<file path="config.mk">
export PLATFORM = sky130hd
export DESIGN_NAME = frame_sync_gen
export DESIGN_NICKNAME = d
export VERILOG_FILES = /design/src/rtl/frame_sync_pkg.sv /design/src/rtl/fsg_bit_divider.sv /design/src/rtl/fsg_frame_counter.sv /design/src/rtl/fsg_pin_select.sv /design/src/rtl/frame_sync_gen.sv
export SDC_FILE = /design/constraint.sdc
export NUM_CORES = 1
export LEC_CHECK = 0
export CAP_MARGIN = 20
export CORE_UTILIZATION = 50
export CTS_CLUSTER_SIZE = 25
export DETAILED_ROUTE_END_ITERATION = 7
export DONT_BUFFER_PORTS = 1
export GPL_TIMING_DRIVEN = 1
export PLACE_DENSITY = 0.67
export SLEW_MARGIN = 0
export SYNTH_ARGS = -nofsm -noshare
export SYNTH_HDL_FRONTEND = slang
export SYNTH_SLANG_ARGS = --single-unit
</file>
<file path="constraint.sdc">
create_clock -name clk -period 2.4 [get_ports clk]
set_input_delay 0.24 -clock clk [delete_from_list [all_inputs] [get_ports clk]]
set_output_delay 0.24 -clock clk [all_outputs]
set_load 0.02 [all_outputs]
</file>
<file path="src/rtl/frame_sync_pkg.sv">
// Package: shared types for the bit clock / frame sync generator.
// Assumes nothing beyond IEEE 1800-2017.
package frame_sync_pkg;
    // A timing line pair: bit clock and frame sync.
    typedef struct packed {
        logic bclk;
        logic fs;
    } sync_pair_t;
endpackage

</file>
<file path="src/rtl/fsg_bit_divider.sv">
// Module: divides the system clock into bit periods of clk_div_i+1 cycles.
// Assumes clk_div_i is normally held steady; a lowered value takes effect
// at once because the wrap compare uses >=.
module fsg_bit_divider #(
    parameter int DIV_W = 8
) (
    input  logic             clk,
    input  logic             rst_n,
    input  logic             run_i,
    input  logic [DIV_W-1:0] div_i,
    output logic             bclk_o,
    output logic             tick_o
);
    localparam int NW = DIV_W + 1;

    logic [DIV_W-1:0] phase_q;
    logic [NW-1:0]    ratio;
    logic [NW-1:0]    high_len;
    logic             at_end;

    // Ratio and the length of the high phase (floor of half the ratio).
    always_comb begin
        ratio    = {1'b0, div_i} + NW'(1);
        high_len = ratio >> 1;
        at_end   = (phase_q >= div_i);
    end

    // Phase counter: wraps after the last cycle of a bit period.
    always_ff @(posedge clk) begin
        if (!rst_n || !run_i) begin
            phase_q <= '0;
        end else if (at_end) begin
            phase_q <= '0;
        end else begin
            phase_q <= phase_q + DIV_W'(1);
        end
    end

    assign bclk_o = ({1'b0, phase_q} < high_len);
    assign tick_o = run_i && at_end;
endmodule

</file>
<file path="src/rtl/fsg_frame_counter.sv">
// Module: counts bit periods into frames and forms the frame sync pulse.
// Assumes tick_i is high for one cycle per bit period.
module fsg_frame_counter #(
    parameter int FRM_W = 10
) (
    input  logic             clk,
    input  logic             rst_n,
    input  logic             run_i,
    input  logic             tick_i,
    input  logic [FRM_W-1:0] per_i,
    input  logic [FRM_W-1:0] width_i,
    output logic             fs_o,
    output logic             err_o
);
    logic [FRM_W-1:0] slot_q;
    logic             bad_cfg;

    // Configuration check: the pulse must be shorter than the frame.
    always_comb bad_cfg = (width_i >= per_i);

    // Bit-slot counter: advances once per bit period, wraps at the period.
    always_ff @(posedge clk) begin
        if (!rst_n || !run_i) begin
            slot_q <= '0;
        end else if (tick_i) begin
            if (slot_q >= per_i) slot_q <= '0;
            else                 slot_q <= slot_q + FRM_W'(1);
        end
    end

    assign fs_o  = run_i && !bad_cfg && (slot_q <= width_i);
    assign err_o = run_i && bad_cfg;
endmodule

</file>
<file path="src/rtl/fsg_pin_select.sv">
// Module: picks generated or external timing and applies polarity.
// Assumes the external inputs are already synchronous to clk.
module fsg_pin_select
    import frame_sync_pkg::*;
(
    input  logic       master_i,
    input  sync_pair_t gen_i,
    input  sync_pair_t ext_i,
    input  sync_pair_t inv_i,
    output sync_pair_t pin_o
);
    // Source select, then polarity.
    always_comb begin
        pin_o = master_i ? gen_i : ext_i;
        pin_o = pin_o ^ inv_i;
    end
endmodule

</file>
<file path="src/rtl/frame_sync_gen.sv">
// Module: top of the bit clock and frame sync generator.
// Assumes a synchronous active-low reset and configuration that is held
// steady while timing runs; a change restarts neither counter.
module frame_sync_gen
    import frame_sync_pkg::*;
#(
    parameter int DIV_W = 8,
    parameter int FRM_W = 10
) (
    input  logic             clk,
    input  logic             rst_n,
    input  logic             master_i,
    input  logic [DIV_W-1:0] clk_div_i,
    input  logic [FRM_W-1:0] frame_per_i,
    input  logic [FRM_W-1:0] fs_width_i,
    input  logic             bclk_inv_i,
    input  logic             fs_inv_i,
    input  logic             ext_bclk_i,
    input  logic             ext_fs_i,
    output logic             bclk_o,
    output logic             fs_o,
    output logic             bit_tick_o,
    output logic             pins_drive_o,
    output logic             cfg_err_o
);
    sync_pair_t gen_pair, ext_pair, inv_pair, pin_pair;
    logic       tick;

    fsg_bit_divider #(.DIV_W(DIV_W)) u_div (
        .clk    (clk),
        .rst_n  (rst_n),
        .run_i  (master_i),
        .div_i  (clk_div_i),
        .bclk_o (gen_pair.bclk),
        .tick_o (tick)
    );

    fsg_frame_counter #(.FRM_W(FRM_W)) u_frm (
        .clk     (clk),
        .rst_n   (rst_n),
        .run_i   (master_i),
        .tick_i  (tick),
        .per_i   (frame_per_i),
        .width_i (fs_width_i),
        .fs_o    (gen_pair.fs),
        .err_o   (cfg_err_o)
    );

    // Gather the external and polarity inputs into line pairs.
    always_comb begin
        ext_pair.bclk = ext_bclk_i;
        ext_pair.fs   = ext_fs_i;
        inv_pair.bclk = bclk_inv_i;
        inv_pair.fs   = fs_inv_i;
    end

    fsg_pin_select u_pin (
        .master_i (master_i),
        .gen_i    (gen_pair),
        .ext_i    (ext_pair),
        .inv_i    (inv_pair),
        .pin_o    (pin_pair)
    );

    assign bclk_o       = pin_pair.bclk;
    assign fs_o         = pin_pair.fs;
    assign bit_tick_o   = tick;
    assign pins_drive_o = master_i;
endmodule

</file>
==> results of run 1 <==
stage by stage:
step	std cells	instance area [µm²]	TNS, ns	total power [W]	worst slack [ns]
floorplan	241	1982	0	0.0004293	0.01820
global placement	292	2064	-0.06457	0.0004539	-0.06457
detailed placement	292	2064	-0.1343	0.0004558	-0.1343
CTS	299	2198	0	0.0007170	0.001680
global route	299	2240	-0.1167	0.0007667	-0.1167
finish	299	2240	-0.04614	0.0007203	-0.04614
sequential cells by signal (all words and copies together), names as in the netlist:
register / count
u_div.phase_q: 8
u_frm.slot_q: 10
worst reg2reg max path: cells and delay by family, from the launching register on:
family	cells	cell delay [ns]
AND/OR/NAND/NOR	4	0.66
AO/OA/AOI/OAI	1	0.53
adder cells (fa/ha/maj)	1	0.34
XOR/XNOR	1	0.17
flip-flops	1	0.38
worst max-delay path by stage:
| stage | from | end | slack (ns) |
|---|---|---|---|
| floorplan | clk_div_i[0] | bclk_o | 0.02 |
| global placement | clk_div_i[0] | bclk_o | -0.06 |
| detailed placement | clk_div_i[0] | bclk_o | -0.13 |
| CTS | clk_div_i[0] | bclk_o | 0.002 |
| global route | clk_div_i[0] | bclk_o | -0.12 |
| finish | clk_div_i[0] | bclk_o | -0.05 |
where the power goes:
group          internal (W)  leakage [nW]  switching, W
Clock              0.000146        0.0288      0.000105
Combinational     0.0000747         0.930     0.0000922
Sequential         0.000300         0.146    0.00000182
final cells by class:
cell class / instances / area [µm²] / share of cell area
clock buffers: 4 / 55.05 / 0.02458
inverters: 32 / 120.1 / 0.05363
multi-input cells: 190 / 1590 / 0.7101
flip-flops and latches: 18 / 361.6 / 0.1615
well taps: 48 / 60.06 / 0.02682
repair buffers: 7 / 52.55 / 0.02346
per-layer routing:
| metal | routed length [µm] | vias up | part of all wire | global-route usage |
|---|---|---|---|---|
| met1 | 2039 | 708 | 0.50 | 0.3028 |
| met4 | 27 | 0 | 0.0066 | 0.03333 |
| li1 | - | 875 | - | - |
| met5 | 0 | - | 0 | 0 |
| met2 | 1827 | 35 | 0.45 | 0.3408 |
| met3 | 196 | 4 | 0.048 | 0.04577 |
cell usage in the layout (no fill, tap or decap), types with 4 or more instances in the layout:
| cell | count |
|---|---|
| nor2_1 | 20 |
| a21o_1 | 4 |
| o21ai_0 | 5 |
| nand2_1 | 13 |
| ha_1 | 46 |
| inv_1 | 30 |
| and3_1 | 7 |
| nand3_1 | 11 |
| xnor2_1 | 7 |
| clkbuf_8 | 4 |
| a21oi_1 | 15 |
| dfxtp_1 | 17 |
| nand2b_1 | 4 |
| xor2_1 | 13 |
| nand4_1 | 11 |
| buf_4 | 7 |
repair_timing:
item / CTS / global route
pin swaps: 14 / 8
resized for setup: 12 / 7
endpoints found under the setup margin: 1 / 2
buffers inserted: 3 / 0
cells by family after synthesis:
| group | after synthesis | synth area share |
|---|---|---|
| DFF | 18 | 0.1834 |
| adders and majority gates | 48 | 0.3057 |
| xor gates and xnor gates | 22 | 0.09809 |
| buffers and inverters | 33 | 0.06497 |
| AOI/OAI and AO/OA | 43 | 0.1542 |
| and+or+nand+nor | 77 | 0.1936 |
==> impl_results.md, run 1 <==
- Run status: complete, but fails checks
- Failing checks: negative setup slack
- Post-Synthesis Cells: 241
- Arrival @ worst endpoint: 2.21 ns
- Starting Density: 0.5286
- Hold slack: 0.1511 ns
- #FFs+latches synth: 18
- Mapped Area: 1964 µm²
- Largest net degree at the start of global routing: 11
- EDFF count, synth: 0
- GPL Wtd Cong: 0.8139
- Initial antenna violation count: 0
- CP max stage delay: 0.36 ns
- Min-Delay Path Depth: 2
- Nature of the critical path endpoint: output pin
- Tcrit/Tclk final: 1.019
- DIE AREA: 4184 µm²
- Routed Wire Length: 4091 µm
- Clock Sinks: 18
- Worst-path clk slew: 0.07 ns
- Top cells by area, synth: ha_1 (31%), dfxtp_1 (18%), inv_1 (5.9%)
- Reg2reg start: u_div.phase_q[7]
- Area grow syn2layout: 14.01%
- Chip Height: 64.68 µm
- Vias in the first global route: 1579
- Synth top area share: 0.3057
- Filler cells: 358
- Finished Core Util: 0.6027
- Core area: 3716 µm²
- Final Hold Fails: 0
- Post-route DRC: 0
- Initial drt markers: 62
- Buf/Inv on CP: 0
- Post-route ant nets: 0
- Pwr/cell area: 321.6 nW/µm²
- Synth area leader: ha_1
- I/O Buffers: 0
- Seq/Total Area, Yosys: 0.1834
- Crit start category: input pin
- Top Ports: 40
- H-tree Lvls: 1
- Cell family with the largest share of critical-path delay: simple AND/OR/NAND/NOR gates
- Worst R2R End: u_frm.slot_q[9]
- Clock Latency Late Sink: 0.26 ns
- Crit path cell chain: nand2_8 > nor3_4 > nand4_1 > xnor2_1 > ha_1 > a21oi_2 > o21ai_1 > or3_4 > a41oi_2 > a211oi_2 > xnor2_2
- Mean post-synth cell area: 8.151 µm²
- Async S/R FF share, synth: 0
- Final setup vio count: 1
- Flop2flop setup slack: roughly 0.19 ns
- Maximum vdd drop: about 0.27 mV
- Setup ws final: -0.04614 ns
- Share of cells above drive strength 1: 0.1275
- Worst rel slew slack: 0.5715
- Half-perimeter wire length after placement: approximately 3300 µm
- Maxcap violations: 0
- Min-delay worst type: input pin to register
- Slowest-stage cell, CP: or3_4
- Die Span X: 64.68 µm
- Vias per inst: 5.425
- Worst hold start: master_i
- First-pass GRT wire length: 7065 µm
- Worst-path fanout max: 4
- CTS tree: yes
- Most common cell in the netlist: ha_1
- Clk root buf: clkbuf_8
- Crit path kind: input pin to output pin
- Gr usage total: 0.2153
- Unrepaired setup endpoints after global routing: yes
- Row count: 22
- Max Fclk: 0.4088 GHz
- Worst Clk Skew: 0.004254 ns
- Worst Tran Pin Value: about 0.64 ns
- Max-slew violations: 0
- WP depth: 11
- DR pass1 iterations: 4
- N_diodes: 0
- Final min period: 2.446 ns
- CTS max path bufs: 2
- Vias: 1622
- R2R depth: 7
- Post-synth top cells: ha_1 (48), inv_1 (31), nor2_1 (20), dfxtp_1 (18), a21oi_1 (16)
- Hold Path Sink: u_frm.slot_q[0]
- Critical Path RT: 2.16 ns
- Average wire per standard cell: 13.68 µm
- Cts hold-fix bufs: 0
- Synth unique cells: 33
- Fin nets: around 340
- Syn Nets: 324
- CTS Buf Count: 3
- Yosys warns: 0
- Predominant post-synthesis flop cell: dfxtp_1
- Leakage Power: 1.105 nW
- Total gr overflow: 0
(Power assumes the default switching activity.)
==> run 2, diff against run 1 <==
--- a/config.mk
+++ b/config.mk
@@ -10,7 +10,7 @@
 export CTS_CLUSTER_SIZE = 25
 export DETAILED_ROUTE_END_ITERATION = 7
 export DONT_BUFFER_PORTS = 1
-export GPL_TIMING_DRIVEN = 1
+export GPL_TIMING_DRIVEN = 0
 export PLACE_DENSITY = 0.67
 export SLEW_MARGIN = 0
 export SYNTH_ARGS = -nofsm -noshare
==> run 2 against run 1 <==
  * The flow still finishes with violations (negative setup slack)
  * Combinational power about the same
  * Setup slack got worse by 0.025 ns
  * Sequential cell count stayed put
  * Global-route usage grew 0.81 points
  * Clock power about the same
  * Clock-buffer cell count did not move
  * Largest cell class unchanged
==> impl_results.md, run 2 (same netlist as run 1, synthesis figures left out) <==
- Initial antenna violation count: 0
- Regs by FF count: u_frm.slot_q (10), u_div.phase_q (8)
- Vias per inst: 5.478
- Failing checks: negative setup slack
- Crit path kind: input pin to output pin
- CP startpoint: clk_div_i[0]
- Crit start category: input pin
- DR pass1 iterations: 4
- Clk root buf: clkbuf_8
- Number of flip-flops under the largest register name: 10
- Filler cells: 344
- Nature of the critical path endpoint: output pin
- Share of cells above drive strength 1: 0.1165
- Post-route cell area: ~2200 µm²
- H-tree Lvls: 1
- Placed Instance Area: 2042 µm²
- Critical path destination: bclk_o
- Starting Density: 0.5286
- Clock Sinks: 18
- Post-route ant nets: 0
- Arrival @ worst endpoint: 2.23 ns
- Vias: 1627
- Area grow syn2layout: 13.38%
- Post-route insts no fill: 297
- Tcrit/Tclk final: 1.029
- Chip Height: between 60 and 70 µm
- Worst-path fanout max: 4
- N_diodes: 0
- Core area: 3716 µm²
- Critical Path RT: 2.16 ns
- First-pass GRT wire length: 7341 µm
- Die Span X: 64.68 µm
- Worst Tran Pin Value: 0.6127 ns
- Maximum vdd drop: 0.3140 mV
- Final Hold Fails: 0
- Post-route DRC: 0
- Leakage Power: 1.093 nW
- I/O Buffers: 0
- Worst R2R End: u_frm.slot_q[9]
- CTS Buf Count: 3
- CTS tree: yes
- Half-perimeter wire length after placement: 3217 µm
- Cts hold-fix bufs: 0
- Reg2reg start: u_div.phase_q[7]
- Initial drt markers: 66
- Unrepaired setup endpoints after global routing: yes
- Average wire per standard cell: 13.83 µm
- Most frequent cells in the layout: ha_1 (46), inv_1 (29), nor2_1 (20), dfxtp_1 (18), a21oi_1 (15)
- Max Fclk: 0.4047 GHz
- Routed Wire Length: 4107 µm
- Total gr overflow: 0
- Row count: 22
- Worst rel slew slack: 0.5915
- Fin nets: 333
- Run status: complete, but fails checks
- Final setup vio count: 1
- Worst Clk Skew: ~0.0044 ns
- Commonest non-fill, non-tap cell in the layout: ha_1
- Flop2flop setup slack: between 0.15 and 0.2 ns
- Setup ws final: -0.07069 ns
- GPL Wtd Cong: approximately 0.73
- Worst-path clk slew: 0.07 ns
- Max-slew violations: 0
- Gr usage total: 0.2234
- Largest net degree at the start of global routing: 11
- Clock Latency Late Sink: 0.26 ns
- Min-delay worst type: input pin to register
- # placed instances: 289
- Maxcap violations: 0
- R2R depth: 7
- DIE AREA: about 4200 µm²
- CTS max path bufs: 2
- Vias in the first global route: 1678
- Largest register by flop count: u_frm.slot_q
- Top Ports: 40
- Final min period: 2.471 ns
- Pwr/cell area: roughly 320 nW/µm²
==> run 2: critical path, stage by stage <==
cell and delay, ns:
ha_2 0.18, nand3_2 0.11, nor3_4 0.22, nand3_1 0.15, ha_4 0.25, nand4_1 0.08
o21ai_1 0.06, or3_4 0.39, a211oi_4 0.20, a211oi_2 0.07, xnor2_2 0.27
==> run 2: metal layers <==
| metal | vias up | global-route usage | part of all wire |
|---|---|---|---|
| li1 | 869 | - | - |
| met1 | 727 | 0.3024 | 0.52 |
| met2 | 26 | 0.3671 | 0.44 |
| met3 | 5 | 0.03345 | 0.035 |
| met4 | 0 | 0.05833 | 0.011 |
| met5 | - | 0 | 0 |
==> run 2: worst min path at each step <==
| stage | startpoint | to | slack, ns | cells after the start |
|---|---|---|---|---|
| 2_1_floorplan | master_i | u_frm.slot_q[0] | 0.40 | 2 |
| 6_report | master_i | u_frm.slot_q[0] | 0.16 | 2 |
| 3_5_place_dp | master_i | u_frm.slot_q[0] | 0.43 | 2 |
| 4_1_cts | master_i | u_frm.slot_q[0] | 0.16 | 2 |
| 3_3_place_gp | master_i | u_frm.slot_q[0] | 0.43 | 2 |
| 5_1_grt | master_i | u_frm.slot_q[0] | 0.19 | 2 |
==> run 2: layout make-up <==
cell class / count / area (µm²) / share of cell area
Inverter: 32 / 126.4 / 0.05674
Multi-Input combinational cell: 190 / 1588 / 0.7129
Sequential cell: 18 / 360.3 / 0.1618
Buffer: 1 / 7.507 / 0.003371
Clock buffer: 4 / 55.05 / 0.02472
Tap cell: 48 / 60.06 / 0.02697
Timing Repair Buffer: 4 / 30.03 / 0.01348
==> run 2: through the flow <==
stage / TNS (ns) / hold WS (ns) / utilization / worst slack [ns] / total power (W)
after global placement: -0.2292 / 0.4250 / 0.5495 / -0.2292 / 0.0004514
final: -0.07069 / 0.1645 / 0.5993 / -0.07069 / 0.0007222
after CTS: -0.05273 / 0.1590 / 0.5939 / -0.05273 / 0.0007243
after detailed placement: -0.2466 / 0.4347 / 0.5495 / -0.2466 / 0.0004546
after global routing: -0.2023 / 0.1869 / 0.5993 / -0.2023 / 0.0007667
after floorplan: 0 / 0.3956 / - / 0.01820 / 0.0004293
==> run 2: repair_timing <==
item,in CTS,in global routing
buffers inserted,4,0
gates resized for setup,17,2
pin swaps,13,1
endpoints found under the setup margin,1,11
endpoints found under the hold margin,0,0
==> run 2: power by group <==
group | internal [W] | leakage [nW] | switching, W
Combinational | 0.0000750 | 0.919 | 0.0000926
Sequential | 0.000300 | 0.145 | 0.00000288
Clock | 0.000146 | 0.0288 | 0.000105
==> run 3, diff against run 2 <==
--- a/config.mk
+++ b/config.mk
@@ -11,7 +11,7 @@
 export DETAILED_ROUTE_END_ITERATION = 7
 export DONT_BUFFER_PORTS = 1
 export GPL_TIMING_DRIVEN = 0
-export PLACE_DENSITY = 0.67
+export PLACE_DENSITY = 0.64
 export SLEW_MARGIN = 0
 export SYNTH_ARGS = -nofsm -noshare
 export SYNTH_HDL_FRONTEND = slang
==> constraint.sdc (replaced) <==
create_clock -name clk -period 2.91 [get_ports clk]
set_input_delay 0.291 -clock clk [delete_from_list [all_inputs] [get_ports clk]]
set_output_delay 0.291 -clock clk [all_outputs]
set_load 0.02 [all_outputs]
==> run 3 against run 2 <==
  * The flow now finishes without violations
  * Routed wire length fell by 5.5%
  * Clock power fell by 19%
  * Combinational power fell by 29%
  * Largest power group unchanged
  * Setup slack improved by 0.32 ns
  * Critical path depth did not move
  * Power fell by 21%
  * Utilization fell by 3.5 points
  * Clock-buffer cell count did not move
  * Die area did not move
  * Clock skew rose by 0.0032 ns
==> impl_results.md, run 3 (same netlist as run 1, synthesis figures left out) <==
- Largest register by flop count: u_frm.slot_q
- Crit path kind: input pin to output pin
- Clk root buf: clkbuf_8
- Regs by FF count: u_frm.slot_q (10), u_div.phase_q (8)
- Worst-path clk slew: 0.07 ns
- Min-delay worst type: input pin to register
- Area grow syn2layout: 6.752%
- Die Span X: 64.68 µm
- Starting Density: 0.5286
- CTS max path bufs: 2
- R2R depth: 8
- Most frequent cells in the layout: ha_1 (48), inv_1 (31), nor2_1 (20), dfxtp_1 (18), a21oi_1 (16)
- Average wire per standard cell: 13.25 µm
- GPL Wtd Cong: 0.7480
- Final Hold Fails: 0
- Half-perimeter wire length after placement: approximately 3300 µm
- Commonest non-fill, non-tap cell in the layout: ha_1
- Tcrit/Tclk final: 0.9152
- Initial antenna violation count: 0
- Largest net degree at the start of global routing: 11
- Reg2reg start: u_div.phase_q[0]
- DP Worst Slack: 0.04204 ns
- Flop2flop setup slack: 0.52 ns
- DR pass1 iterations: 4
- Setup tns final: 0 ns
- Worst rel slew slack: 0.5863
- Worst Tran Pin Value: 0.6192 ns
- Filler cells: 369
- Post-route DRC: 0
- Max Fclk: 0.3755 GHz
- Core area: 3716 µm²
- Hold slack: just over 0.2 ns
- Setup ws final: 0.2469 ns
- First-pass GRT wire length: 6893 µm
- Row count: 22
- Critical Path RT: 2.62 ns
- Unrepaired setup endpoints after global routing: no
- Hold Path Sink: u_frm.slot_q[1]
- Chip Height: roughly 65 µm
- CTS Buf Count: 3
- Vias in the first global route: roughly 1600
- N_diodes: 0
- Final min period: about 2.7 ns
- Worst Clk Skew: between 0.007 and 0.008 ns
- Worst-path fanout max: 3
- Vias: 1591
- CTS tree: yes
- Max-slew violations: 0
- Cts hold-fix bufs: 0
- Gr usage total: 0.2086
- Fin nets: around 330
- Worst R2R End: u_frm.slot_q[7]
- Total gr overflow: 0
- Worst hold start: master_i
- Maxcap violations: 0
- Min-Delay Path Depth: 2
- Vias per inst: 5.430
- Arrival @ worst endpoint: 2.37 ns
- I/O Buffers: 0
- Run status: finished clean
- Crit start category: input pin
- Nature of the critical path endpoint: output pin
- DIE AREA: 4184 µm²
- Top Ports: 40
- Clock Latency Late Sink: 0.26 ns
- Share of cells above drive strength 1: 0.05306
- Leakage Power: 1.056 nW
- Final setup vio count: 0
- Number of flip-flops under the largest register name: 10
- Post-route ant nets: 0
- Initial drt markers: 69
- Routed Wire Length: 3883 µm
- Finished Core Util: 0.5643
- Clock Sinks: 18
- Maximum vdd drop: 0.2781 mV
- Pwr/cell area: 273.5 nW/µm²
- H-tree Lvls: 1
run 3: cell types whose count changed in the layout (fill, tap and decap cells not counted), moves of 2 or more:
cell | previous run | this run
nor3_4 | 2 | 0
a211oi_1 | 2 | 4
nor3_2 | 0 | 2
inv_1 | 29 | 31
ha_1 | 46 | 48
buf_4 | 5 | 1
run 3: area by class of cell:
type | count | area, µm² | area share
clock buffers | 4 | 55.05 | 0.02625
plain buffers | 1 | 7.507 | 0.003580
multi-input cells | 190 | 1494 | 0.7124
flip-flops and latches | 18 | 360.3 | 0.1718
well taps | 48 | 60.06 | 0.02864
inverters | 32 | 120.1 | 0.05728
run 3: how the worst max path moves through the flow:
stage	start	end	cells past startpoint
after floorplan	clk_div_i[0]	bclk_o	11
after global placement	clk_div_i[0]	bclk_o	11
after detailed placement	clk_div_i[3]	bclk_o	11
after CTS	clk_div_i[3]	bclk_o	11
after global routing	clk_div_i[2]	bclk_o	11
final	clk_div_i[3]	bclk_o	11
run 3: repair_timing:
item,CTS,global route
setup endpoints to repair,0,1
hold endpoints to repair,0,0
buffers inserted,0,0
gates resized for setup,0,3
run 3: worst max-delay path: stages:
cell and delay (ns):
inv_1 0.05, nor3_2 0.25, nand4_1 0.16, xnor2_1 0.15, ha_1 0.31, a21oi_1 0.15, o21ai_0 0.07, or3_1 0.34
a211oi_1 0.22, a211oi_1 0.10, xnor2_2 0.28
run 3: power by group:
group | switching [W] | total (W) | internal [W]
clock | 0.0000837 | 0.000204 | 0.000120
combinational | 0.0000683 | 0.000119 | 0.0000507
sequential | 0.00000297 | 0.000251 | 0.000248
run 3: routing by layer:
metal | up-vias | global-route usage | part of all wire
met5 | - | 0 | 0
met1 | 703 | 0.2961 | 0.54
met4 | 0 | 0.03333 | 0.0052
li1 | 861 | - | -
met3 | 2 | 0.04225 | 0.036
met2 | 25 | 0.3276 | 0.42
run 3: metrics by stage:
| step | cell area (µm²) | total power [W] | cells |
|---|---|---|---|
| final | 2097 | 0.0005736 | 293 |
| after global routing | 2097 | 0.0006107 | 293 |
| after CTS | 2079 | 0.0005753 | 293 |
| after detailed placement | 2024 | 0.0003736 | 289 |
| after global placement | 2024 | 0.0003710 | 289 |
| after floorplan | 1964 | 0.0003518 | 241 |
